## src/rtl/multi_timer16_pkg.sv

```systemverilog
package multi_timer16_pkg;

  typedef enum logic [1:0] {
    ADDR_COUNT  = 2'd0,
    ADDR_RELOAD = 2'd1,
    ADDR_CTRL   = 2'd2
  } tmrAddr_t;

  localparam int CTL_RUN   = 0;
  localparam int CTL_CPIN  = 1;
  localparam int CTL_FAST  = 2;
  localparam int CTL_EXTEN = 3;
  localparam int CTL_CAP   = 4;
  localparam int CTL_UPDN  = 5;
  localparam int CTL_BAUD  = 6;
  localparam int CTL_CLKO  = 7;
  localparam int CTL_OVF   = 8;
  localparam int CTL_EXT   = 9;
  localparam int CTL_BITS  = 8;

  typedef struct packed {
    logic inc;
    logic dec;
    logic wrapReload;
    logic extReload;
    logic capture;
    logic extSet;
    logic udMode;
    logic genMode;
    logic baudEn;
    logic toggleEn;
  } tmrStrobe_t;

endpackage

```

## src/rtl/multi_timer16_ctrl.sv

```systemverilog
module multi_timer16_ctrl
  import multi_timer16_pkg::*;
#(
  parameter int PRE_SLOW    = 12,
  parameter int PRE_FAST    = 6,
  parameter int PRE_GEN     = 2,
  parameter int SYNC_STAGES = 2
) (
  input  logic                clk,
  input  logic                rstN,
  input  logic                ctlWr,
  input  logic [CTL_BITS-1:0] ctlData,
  input  logic                countPinIn,
  input  logic                trigPinIn,
  output logic [CTL_BITS-1:0] ctlQ,
  output tmrStrobe_t          strobe
);

  localparam int PW = $clog2(PRE_SLOW + 1);
  localparam logic [PW-1:0] LIM_SLOW = PW'(PRE_SLOW - 1);
  localparam logic [PW-1:0] LIM_FAST = PW'(PRE_FAST - 1);
  localparam logic [PW-1:0] LIM_GEN  = PW'(PRE_GEN - 1);

  logic [1:0] pinRaw;
  logic [1:0] pinLevel;
  logic [1:0] pinFall;

  assign pinRaw = {trigPinIn, countPinIn};

  // one synchronizer plus edge flop per pin
  for (genvar g = 0; g < 2; g++) begin : gSync
    logic [SYNC_STAGES:0] syncQ;
    always_ff @(posedge clk or negedge rstN) begin
      if (!rstN) syncQ <= '0;
      else       syncQ <= {syncQ[SYNC_STAGES-1:0], pinRaw[g]};
    end
    assign pinLevel[g] = syncQ[SYNC_STAGES-1];
    assign pinFall[g]  = syncQ[SYNC_STAGES] & ~syncQ[SYNC_STAGES-1];
  end

  always_ff @(posedge clk or negedge rstN) begin
    if (!rstN)      ctlQ <= '0;
    else if (ctlWr) ctlQ <= ctlData;
  end

  logic genM, udM, capM, run;
  logic [PW-1:0] preCnt;
  logic [PW-1:0] preLim;
  logic preTick, tick, trigLevel, trigFall, cntFall;

  assign run       = ctlQ[CTL_RUN];
  assign genM      = ctlQ[CTL_BAUD] | ctlQ[CTL_CLKO];
  assign udM       = ~genM & ctlQ[CTL_UPDN];
  assign capM      = ~genM & ~udM & ctlQ[CTL_CAP];
  assign trigLevel = pinLevel[1];
  assign trigFall  = pinFall[1];
  assign cntFall   = pinFall[0];

  always_comb begin
    if (genM)                 preLim = LIM_GEN;
    else if (ctlQ[CTL_FAST])  preLim = LIM_FAST;
    else                      preLim = LIM_SLOW;
  end

  assign preTick = run & (preCnt >= preLim);

  always_ff @(posedge clk or negedge rstN) begin
    if (!rstN)                          preCnt <= '0;
    else if (!run || preCnt >= preLim)  preCnt <= '0;
    else                                preCnt <= preCnt + 1'b1;
  end

  assign tick = genM ? preTick : (ctlQ[CTL_CPIN] ? (run & cntFall) : preTick);

  always_comb begin
    strobe            = '0;
    strobe.inc        = tick & (~udM | trigLevel);
    strobe.dec        = tick & udM & ~trigLevel;
    strobe.wrapReload = ~capM;
    strobe.extReload  = ~genM & ~udM & ~capM & ctlQ[CTL_EXTEN] & trigFall;
    strobe.capture    = capM & ctlQ[CTL_EXTEN] & trigFall;
    strobe.extSet     = ~udM & ctlQ[CTL_EXTEN] & trigFall;
    strobe.udMode     = udM;
    strobe.genMode    = genM;
    strobe.baudEn     = ctlQ[CTL_BAUD];
    strobe.toggleEn   = ctlQ[CTL_CLKO];
  end

endmodule

```

## src/rtl/multi_timer16_dp.sv

```systemverilog
module multi_timer16_dp
  import multi_timer16_pkg::*;
#(
  parameter int WIDTH = 16
) (
  input  logic             clk,
  input  logic             rstN,
  input  tmrStrobe_t       strobe,
  input  logic             cntWr,
  input  logic             rldWr,
  input  logic             flagWr,
  input  logic [WIDTH-1:0] wrData,
  output logic [WIDTH-1:0] countQ,
  output logic [WIDTH-1:0] reloadQ,
  output logic             ovfFlag,
  output logic             extFlag,
  output logic             baudTick,
  output logic             clkOut
);

  localparam logic [WIDTH-1:0] MAXV = '1;

  logic atMax, atRld, overflow, underflow, wrapEvt;
  logic ovfNext, extNext;

  assign atMax     = (countQ == MAXV);
  assign atRld     = (countQ == reloadQ);
  assign overflow  = strobe.inc & atMax & ~cntWr & ~strobe.extReload;
  assign underflow = strobe.dec & atRld & ~cntWr;
  assign wrapEvt   = overflow | underflow;

  always_ff @(posedge clk or negedge rstN) begin
    if (!rstN)                countQ <= '0;
    else if (cntWr)           countQ <= wrData;
    else if (strobe.extReload) countQ <= reloadQ;
    else if (strobe.inc)      countQ <= atMax ? (strobe.wrapReload ? reloadQ : '0) : countQ + 1'b1;
    else if (strobe.dec)      countQ <= atRld ? MAXV : countQ - 1'b1;
  end

  always_ff @(posedge clk or negedge rstN) begin
    if (!rstN)               reloadQ <= '0;
    else if (rldWr)          reloadQ <= wrData;
    else if (strobe.capture) reloadQ <= countQ;
  end

  always_comb begin
    ovfNext = (flagWr && !wrData[CTL_OVF]) ? 1'b0 : ovfFlag;
    extNext = (flagWr && !wrData[CTL_EXT]) ? 1'b0 : extFlag;
    if (wrapEvt && !strobe.genMode) ovfNext = 1'b1;
    if (strobe.udMode) begin
      if (wrapEvt) extNext = ~extFlag;
    end else if (strobe.extSet) begin
      extNext = 1'b1;
    end
  end

  always_ff @(posedge clk or negedge rstN) begin
    if (!rstN) begin
      ovfFlag  <= 1'b0;
      extFlag  <= 1'b0;
      baudTick <= 1'b0;
      clkOut   <= 1'b0;
    end else begin
      ovfFlag  <= ovfNext;
      extFlag  <= extNext;
      baudTick <= strobe.baudEn & overflow;
      if (strobe.toggleEn && overflow) clkOut <= ~clkOut;
    end
  end

endmodule

```

## src/rtl/multi_timer16.sv

```systemverilog
module multi_timer16
  import multi_timer16_pkg::*;
#(
  parameter int WIDTH       = 16,
  parameter int PRE_SLOW    = 12,
  parameter int PRE_FAST    = 6,
  parameter int PRE_GEN     = 2,
  parameter int SYNC_STAGES = 2
) (
  input  logic             clk,
  input  logic             rstN,
  input  logic             regWrEn,
  input  logic [1:0]       regAddr,
  input  logic [WIDTH-1:0] regWrData,
  output logic [WIDTH-1:0] regRdData,
  input  logic             countPinIn,
  input  logic             trigPinIn,
  output logic             countPinOut,
  output logic             countPinOe,
  output logic             baudTick,
  output logic             ovfFlag,
  output logic             extFlag
);

  logic [CTL_BITS-1:0] ctlQ;
  logic [WIDTH-1:0]    countQ, reloadQ;
  logic                cntWr, rldWr, ctlWr, clkOut;
  tmrStrobe_t          strobe;

  assign cntWr = regWrEn && (regAddr == ADDR_COUNT);
  assign rldWr = regWrEn && (regAddr == ADDR_RELOAD);
  assign ctlWr = regWrEn && (regAddr == ADDR_CTRL);

  multi_timer16_ctrl #(
    .PRE_SLOW(PRE_SLOW), .PRE_FAST(PRE_FAST),
    .PRE_GEN(PRE_GEN), .SYNC_STAGES(SYNC_STAGES)
  ) uCtrl (
    .clk(clk), .rstN(rstN), .ctlWr(ctlWr),
    .ctlData(regWrData[CTL_BITS-1:0]),
    .countPinIn(countPinIn), .trigPinIn(trigPinIn),
    .ctlQ(ctlQ), .strobe(strobe)
  );

  multi_timer16_dp #(.WIDTH(WIDTH)) uDp (
    .clk(clk), .rstN(rstN), .strobe(strobe),
    .cntWr(cntWr), .rldWr(rldWr), .flagWr(ctlWr), .wrData(regWrData),
    .countQ(countQ), .reloadQ(reloadQ),
    .ovfFlag(ovfFlag), .extFlag(extFlag),
    .baudTick(baudTick), .clkOut(clkOut)
  );

  always_comb begin
    regRdData = '0;
    case (regAddr)
      ADDR_COUNT:  regRdData = countQ;
      ADDR_RELOAD: regRdData = reloadQ;
      ADDR_CTRL: begin
        regRdData[CTL_BITS-1:0] = ctlQ;
        regRdData[CTL_OVF]      = ovfFlag;
        regRdData[CTL_EXT]      = extFlag;
      end
      default: regRdData = '0;
    endcase
  end

  assign countPinOut = clkOut;
  assign countPinOe  = ctlQ[CTL_CLKO];

endmodule

```

## config.mk

```make
export PLATFORM = sky130hd
export DESIGN_NAME = multi_timer16
export DESIGN_NICKNAME = d
export VERILOG_FILES = /design/src/rtl/multi_timer16_pkg.sv /design/src/rtl/multi_timer16_ctrl.sv /design/src/rtl/multi_timer16_dp.sv /design/src/rtl/multi_timer16.sv
export SDC_FILE = /design/constraint.sdc
export NUM_CORES = 1
export LEC_CHECK = 0
export ABC_AREA = 1
export CELL_PAD_IN_SITES_DETAIL_PLACEMENT = 1
export CELL_PAD_IN_SITES_GLOBAL_PLACEMENT = 1
export CORE_MARGIN = 2
export CORE_UTILIZATION = 30
export DETAILED_ROUTE_END_ITERATION = 8
export PLACE_DENSITY_LB_ADDON = 0.1
export SLEW_MARGIN = 20
export SYNTH_ARGS = -nofsm -noshare
export SYNTH_HDL_FRONTEND = slang
export SYNTH_SLANG_ARGS = --single-unit
```

## constraint.sdc

```tcl
create_clock -name clk -period 2.3 [get_ports clk]
set_clock_uncertainty 0.1 [all_clocks]
set_input_delay 0.23 -clock clk [delete_from_list [all_inputs] [get_ports clk]]
set_output_delay 0.23 -clock clk [all_outputs]
set_load 0.01 [all_outputs]
```

==> results.txt, run 1 <==
Max clock buf depth: 2
crit-path cells: nor2_4 > inv_2 > or2_4 > ha_4 > nand2_2 > inv_2 > nand2_4 > nand3_4 > nand3_4 > buf_12 > o21ai_1 > o21ai_1 > nand2_1 > nand2_1 > nand2_1 > nand2_1
Layout Area Growth over Synthesis: 26.0%
Crit path required time: 2410 ps
effective utilization at floorplan: 30.5%
Final HPWL DP: 13600 um
CP most frequent cell: nand2_1
crit path kind: flop to flop
top cells by count, synth: nand2_1 (228), inv_1 (72), nor2_1 (71)
Rows: 45
total design power: 6.33 mW
Slew Limit Fails: 0
P_sw: 3.20 mW
Relative slew margins: 69.9%
CP max stage cell: dfrtp_2
drt first pass iters: 5
GRT busiest layer: met2
Seq pwr share: 28.9%
first-pass GRT wire length: 28800 um
worst hold margin: 252 ps
RSZ-0062 raised after global routing: yes
synth top area cells: dfrtp_1 (29%), nand2_1 (18%), nand3_1 (7.1%)
Yosys Warn Count: 0
critical path's largest stage delay: 430 ps
most frequent cell after synthesis: nand2_1
chip width: 128 um
clock power share: 13.1%
Yosys reg bits: 54
largest net degree at the start of global routing: 55
fin util: 38.5%
Int Power: 3.14 mW
failing checks: setup timing
max-cap violations: 0
setup_tns: -183 ps
Async SR Flop Fraction: 100%
CTS clk-pin slew, worst paths: 80 ps
met1 Usage GRT: 32.2%
Clk Tree Root Cell: clkbuf_16
crit path capture type: flop
number of nets in the layout: 807
R2R Setup Slk: -50 ps
DIE HEIGHT: 128 um
number of vias per cell: 5.14
core outline area: 15100 um^2
post-layout min period: 2350 ps
M3 GR Usage: 2.75%
Startpoint Class: flop
via count: 4969
die footprint: 16400 um^2
CTS tree: built
Main synth FF type: dfrtp_1
final instance area: 5830 um^2
vias in the first global route: 5204
syn_nets: 741
post-route ant nets: 0
mapped cell area: 4630 um^2
register area share after synthesis: 29.2%
TritonCTS Buffers: 5
worst-path fanout max: 16
Clock Sink Count: 54
HP Class: flop to flop
WL per Instance: 18.4 um
Pleak: 2.86 nW
iteration-0 DRC count of the detailed router: 272
# IOs: 44
WHS Path Cells: 0
slack of the critical path: -52.9 ps
antenna cells: 0
DRC errors left: 0
Least-Margin Pin Slew: 451 ps
Switching Fraction: 50.5%
endpoints failing hold: 0
Yosys cell types: 39
pwr/cell area: 1090 nW/um^2
later-pin clock latency in the skew report: 310 ps
Area after DPL: 5400 um^2
Tcrit/Tclk final: 102%
Yosys top cell by area: dfrtp_1
post-synth top area share: 29.2%
Overall Global Routing Usage: 22.7%
R2R cell count: 16
Syn Inst Count: 712
GR Util met2: 36.9%
Data arrival, critical path: 2460 ps
Comb pwr share: 58.0%
H-tree Lvls: 2
total wire length: 17800 um
number of synthesized flops with an enable pin: 0
GPL Wtd Cong: 0.883
status: finished with violations
syn_area_per_cell: 6.50 um^2
PortBufs: 43
fmax: 425 MHz
initial antenna violation count: 1
share of layout cells above drive strength 1: 17.3%
final setup violation count: 8
maximum vdd drop: 0.000383 V
total grt overflow: 0
[cell families (layout without fill, tap and decap cells)]
kind of cell	count (synthesis)	in the layout	share of synthesized area, %
AND/OR/NAND/NOR	416	416	40.5
buffers and inverters	121	188	12.0
AO/OA/AOI/OAI	93	93	12.4
flip-flops	54	54	29.2
XOR/XNOR	20	20	3.79
adder cells (fa/ha/maj)	6	6	1.62
multiplexers	2	2	0.487
[power by group through the flow]
| stage | sequential, mW | combinational, mW | clock (mW) |
|---|---|---|---|
| floorplan | 1.46 | 2.54 | 0 |
| global placement | 1.82 | 3.28 | 0 |
| detailed placement | 1.82 | 3.33 | 0 |
| CTS | 1.81 | 3.55 | 0.857 |
| global route | 1.89 | 4.10 | 0.895 |
| finish | 1.83 | 3.67 | 0.829 |
[layout make-up]
class / count / area, um^2
multi-input cells: 537 / 2870
well taps: 188 / 235
flip-flops and latches: 54 / 1360
repair buffers: 95 / 881
clock buffers: 5 / 125
clock inverters: 3 / 28.8
fillers: 1903 / 9320
inverters: 85 / 334
[critical path: cells and delay by family, from the launching register on]
kind / cells / cell delay [ps]
AOI/OAI and AO/OA: 2 / 200
adders and majority gates: 1 / 300
buffers and inverters: 3 / 280
DFF: 1 / 430
and+or+nand+nor: 10 / 940
[worst paths after layout]
path | start | to
max reg2reg | uCtrl.ctlQ[7] | uDp.countQ[6]
min reg2reg | uCtrl.gSync[0].syncQ[0] | uCtrl.gSync[0].syncQ[1]
min | uCtrl.gSync[0].syncQ[0] | uCtrl.gSync[0].syncQ[1]
max | uCtrl.ctlQ[7] | uDp.countQ[6]
min in group asynchronous | rstN | uCtrl.ctlQ[6]
max in group asynchronous | rstN | uDp.countQ[9]
[per-layer routing]
| metal | share of wire [%] | vias up |
|---|---|---|
| met5 | 0.045 | - |
| met3 | 3.1 | 15 |
| met4 | 1.2 | 2 |
| met1 | 50 | 2447 |
| met2 | 46 | 84 |
| li1 | - | 2421 |
[timing repair]
action | 4_1_cts | 5_1_grt
gates cloned | 2 | 0
endpoints found under the hold margin | 54 | 0
hold buffers | 1 | 0
resized for setup | 22 | 33
buffers inserted | 8 | 0
pin swaps | 9 | 7
setup endpoints to repair | 20 | 39
[through the flow]
stage	std cells	worst slack [ps]
detailed placement	949	-223
global placement	949	-101
finish	967	-52.9
CTS	968	-44.9
global route	967	-157
floorplan	712	6.24
[placed cells by master (no fill, tap or decap), drive strengths merged]
master	n
ha	6
dfrtp	54
nand3b	7
nor3	4
o21ai	44
mux2	2
nand3	72
nand2	238
clkbuf	5
nor2	83
a211oi	2
clkdlybuf4s50	40
or2	1
nand4	11
inv	86
o21bai	1
dlymetal6s2s	2
clkinv	2
o21a	1
buf	52
xnor2	8
xor2	12
a31oi	1
o22ai	6
o221ai	10
a21oi	11
dlygate4sd3	1
o211ai	17
[flip-flops by register name, summed over array words and instances (netlist names)]
register	count
uCtrl.gSync.syncQ	6
uDp.clkOut	1
uCtrl.ctlQ	8
uDp.extFlag	1
uDp.countQ	16
uDp.ovfFlag	1
uDp.baudTick	1
uDp.reloadQ	16
uCtrl.preCnt	4
(Power assumes the default switching activity.)
==> run 2: changes to the inputs <==
--- a/config.mk
+++ b/config.mk
@@ -9,7 +9,7 @@
 export CELL_PAD_IN_SITES_DETAIL_PLACEMENT = 1
 export CELL_PAD_IN_SITES_GLOBAL_PLACEMENT = 1
 export CORE_MARGIN = 2
-export CORE_UTILIZATION = 30
+export CORE_UTILIZATION = 38
 export DETAILED_ROUTE_END_ITERATION = 8
 export PLACE_DENSITY_LB_ADDON = 0.1
 export SLEW_MARGIN = 20
==> constraint.sdc (replaced) <==
create_clock -name clk -period 1.9 [get_ports clk]
set_clock_uncertainty 0.1 [all_clocks]
set_input_delay 0.19 -clock clk [delete_from_list [all_inputs] [get_ports clk]]
set_output_delay 0.19 -clock clk [all_outputs]
set_load 0.01 [all_outputs]
==> results.txt, run 2 (same netlist as run 1, synthesis figures left out) <==
status: finished with violations
failing checks: setup timing
R2R Setup Slk: -400 ps
GPL Wtd Cong: 0.885
Overall Global Routing Usage: 29.4%
DRC errors left: 0
# IOs: 44
Layout Cells excl Fill: 977
maximum vdd drop: 0.000578 V
core outline area: 12000 um^2
post-route ant nets: 0
fin util: 52.5%
number of vias per cell: 5.48
commonest cells after routing, fill and taps aside: nand2_1 (222), buf_4 (87), inv_1 (70)
die footprint: 13100 um^2
total grt overflow: 0
worst-path fanout max: 16
crit path capture type: flop
Max clock buf depth: 2
crit path kind: flop to flop
Startpoint Class: flop
CTS clk-pin slew, worst paths: 70 ps
HP Class: input port to async pin
Crit path required time: 1990 ps
Least-Margin Pin Slew: 380 ps
iteration-0 DRC count of the detailed router: 297
Data arrival, critical path: 2400 ps
Layout Area Growth over Synthesis: 35.7%
Slew Limit Fails: 0
initial antenna violation count: 0
Tcrit/Tclk final: 121%
placed insts: 958
PortBufs: 43
total wire length: 18800 um
Clock Sink Count: 54
slack of the critical path: -405 ps
effective utilization at floorplan: 38.7%
final setup violation count: 20
RSZ-0062 raised after global routing: yes
number of nets in the layout: 858
pwr/cell area: 1320 nW/um^2
H-tree Lvls: 2
Relative slew margins: 74.7%
largest net degree at the start of global routing: 31
R2R cell count: 15
most common cell after layout, fill and taps aside: nand2_1
endpoints failing hold: 0
Final HPWL DP: 13800 um
Clk Tree Root Cell: clkbuf_16
WL per Instance: 19.2 um
via count: 5354
Worst R2R End: uDp.countQ[7]
Placement Setup Slack: -467 ps
chip width: 114 um
share of layout cells above drive strength 1: 23.6%
first-pass GRT wire length: 29700 um
vias in the first global route: 5634
drt first pass iters: 5
Largest regs: uDp.countQ (16), uDp.reloadQ (16), uCtrl.ctlQ (8)
TritonCTS Buffers: 5
DIE HEIGHT: 114 um
later-pin clock latency in the skew report: 300 ps
Rows: 40
antenna cells: 0
fmax: 434 MHz
max-cap violations: 0
FF-to-FF Start: uCtrl.ctlQ[7]
CTS tree: built
post-layout min period: 2300 ps
Pleak: 3.18 nW
==> run 2: cell types whose count changed in the layout (fill, tap and decap cells not counted), moves of 3 or more <==
cell             previous run  this run
dlygate4sd2_1               0        13
o21ai_0                    40        37
clkdlybuf4s50_1            40        26
buf_12                      4         9
nor2_1                     62        59
nor2_2                     11        14
buf_4                      45        87
==> run 2: per-layer routing <==
layer	vias to the layer above	global-route usage (%)	share of wire (%)
met5	-	0	0
met4	0	9.84	2.5
met3	29	3.71	4.5
met2	127	48.8	48
met1	2673	39.8	45
li1	2525	-	-
==> run 2: area by class of cell <==
type | instances | area, um^2
multi-input cells | 537 | 2900
clock buffers | 5 | 125
flip-flops and latches | 54 | 1360
inverters | 85 | 334
clock inverters | 3 | 43.8
repair buffers | 146 | 1340
well taps | 147 | 184
fillers | 1549 | 5680
==> run 2: power by group <==
| part | switching, mW | leakage (nW) | total (mW) | internal (mW) |
|---|---|---|---|---|
| registers | 0.579 | 0.665 | 2.10 | 1.52 |
| clock network | 0.451 | 0.0842 | 1.08 | 0.626 |
| logic | 3.00 | 2.44 | 5.14 | 2.13 |
| total | 4.03 | 3.18 | 8.31 | 4.28 |
==> run 2: worst max-delay path by stage <==
stage,endpoint,depth (start not counted),slack [ps],startpoint
global placement,uDp.extFlag,15,-400,uCtrl.ctlQ[6]
global route,uDp.countQ[15],16,-560,uCtrl.ctlQ[7]
CTS,uDp.countQ[9],13,-400,uCtrl.ctlQ[7]
floorplan,uDp.countQ[12],16,-300,uCtrl.ctlQ[7]
detailed placement,uDp.extFlag,15,-470,uCtrl.ctlQ[6]
finish,uDp.countQ[7],15,-400,uCtrl.ctlQ[7]
==> run 2: timing repair <==
action	in CTS	in global routing
pin swaps	11	8
setup buffers	5	2
gates cloned	2	1
setup endpoints to repair	36	32
hold endpoints to repair	30	0
resized for setup	55	24
hold buffers	1	0
==> run 2: per-stage QoR <==
step	hold slack (ps)	power [mW]	cell area, um^2	setup TNS [ps]
after floorplan	-206	4.86	4660	-5200
after global placement	-4.39	6.61	5830	-10120
after global routing	231	8.93	6280	-9430
after detailed placement	4.01	6.79	5830	-11480
final	218	8.31	6280	-6970
after CTS	217	8.11	6170	-6930
==> run 2: critical path, stage by stage, from the launching register on <==
cell	delay, ps
dfrtp_2	430
nor2_4	120
inv_2	50
or2_4	250
ha_4	270
nand2_2	40
nand2_2	90
nand2_4	70
nand3_4	90
nand3_4	120
buf_12	180
o21a_1	180
nand2_1	70
nand2_1	50
nand2_1	50
nand2_1	50
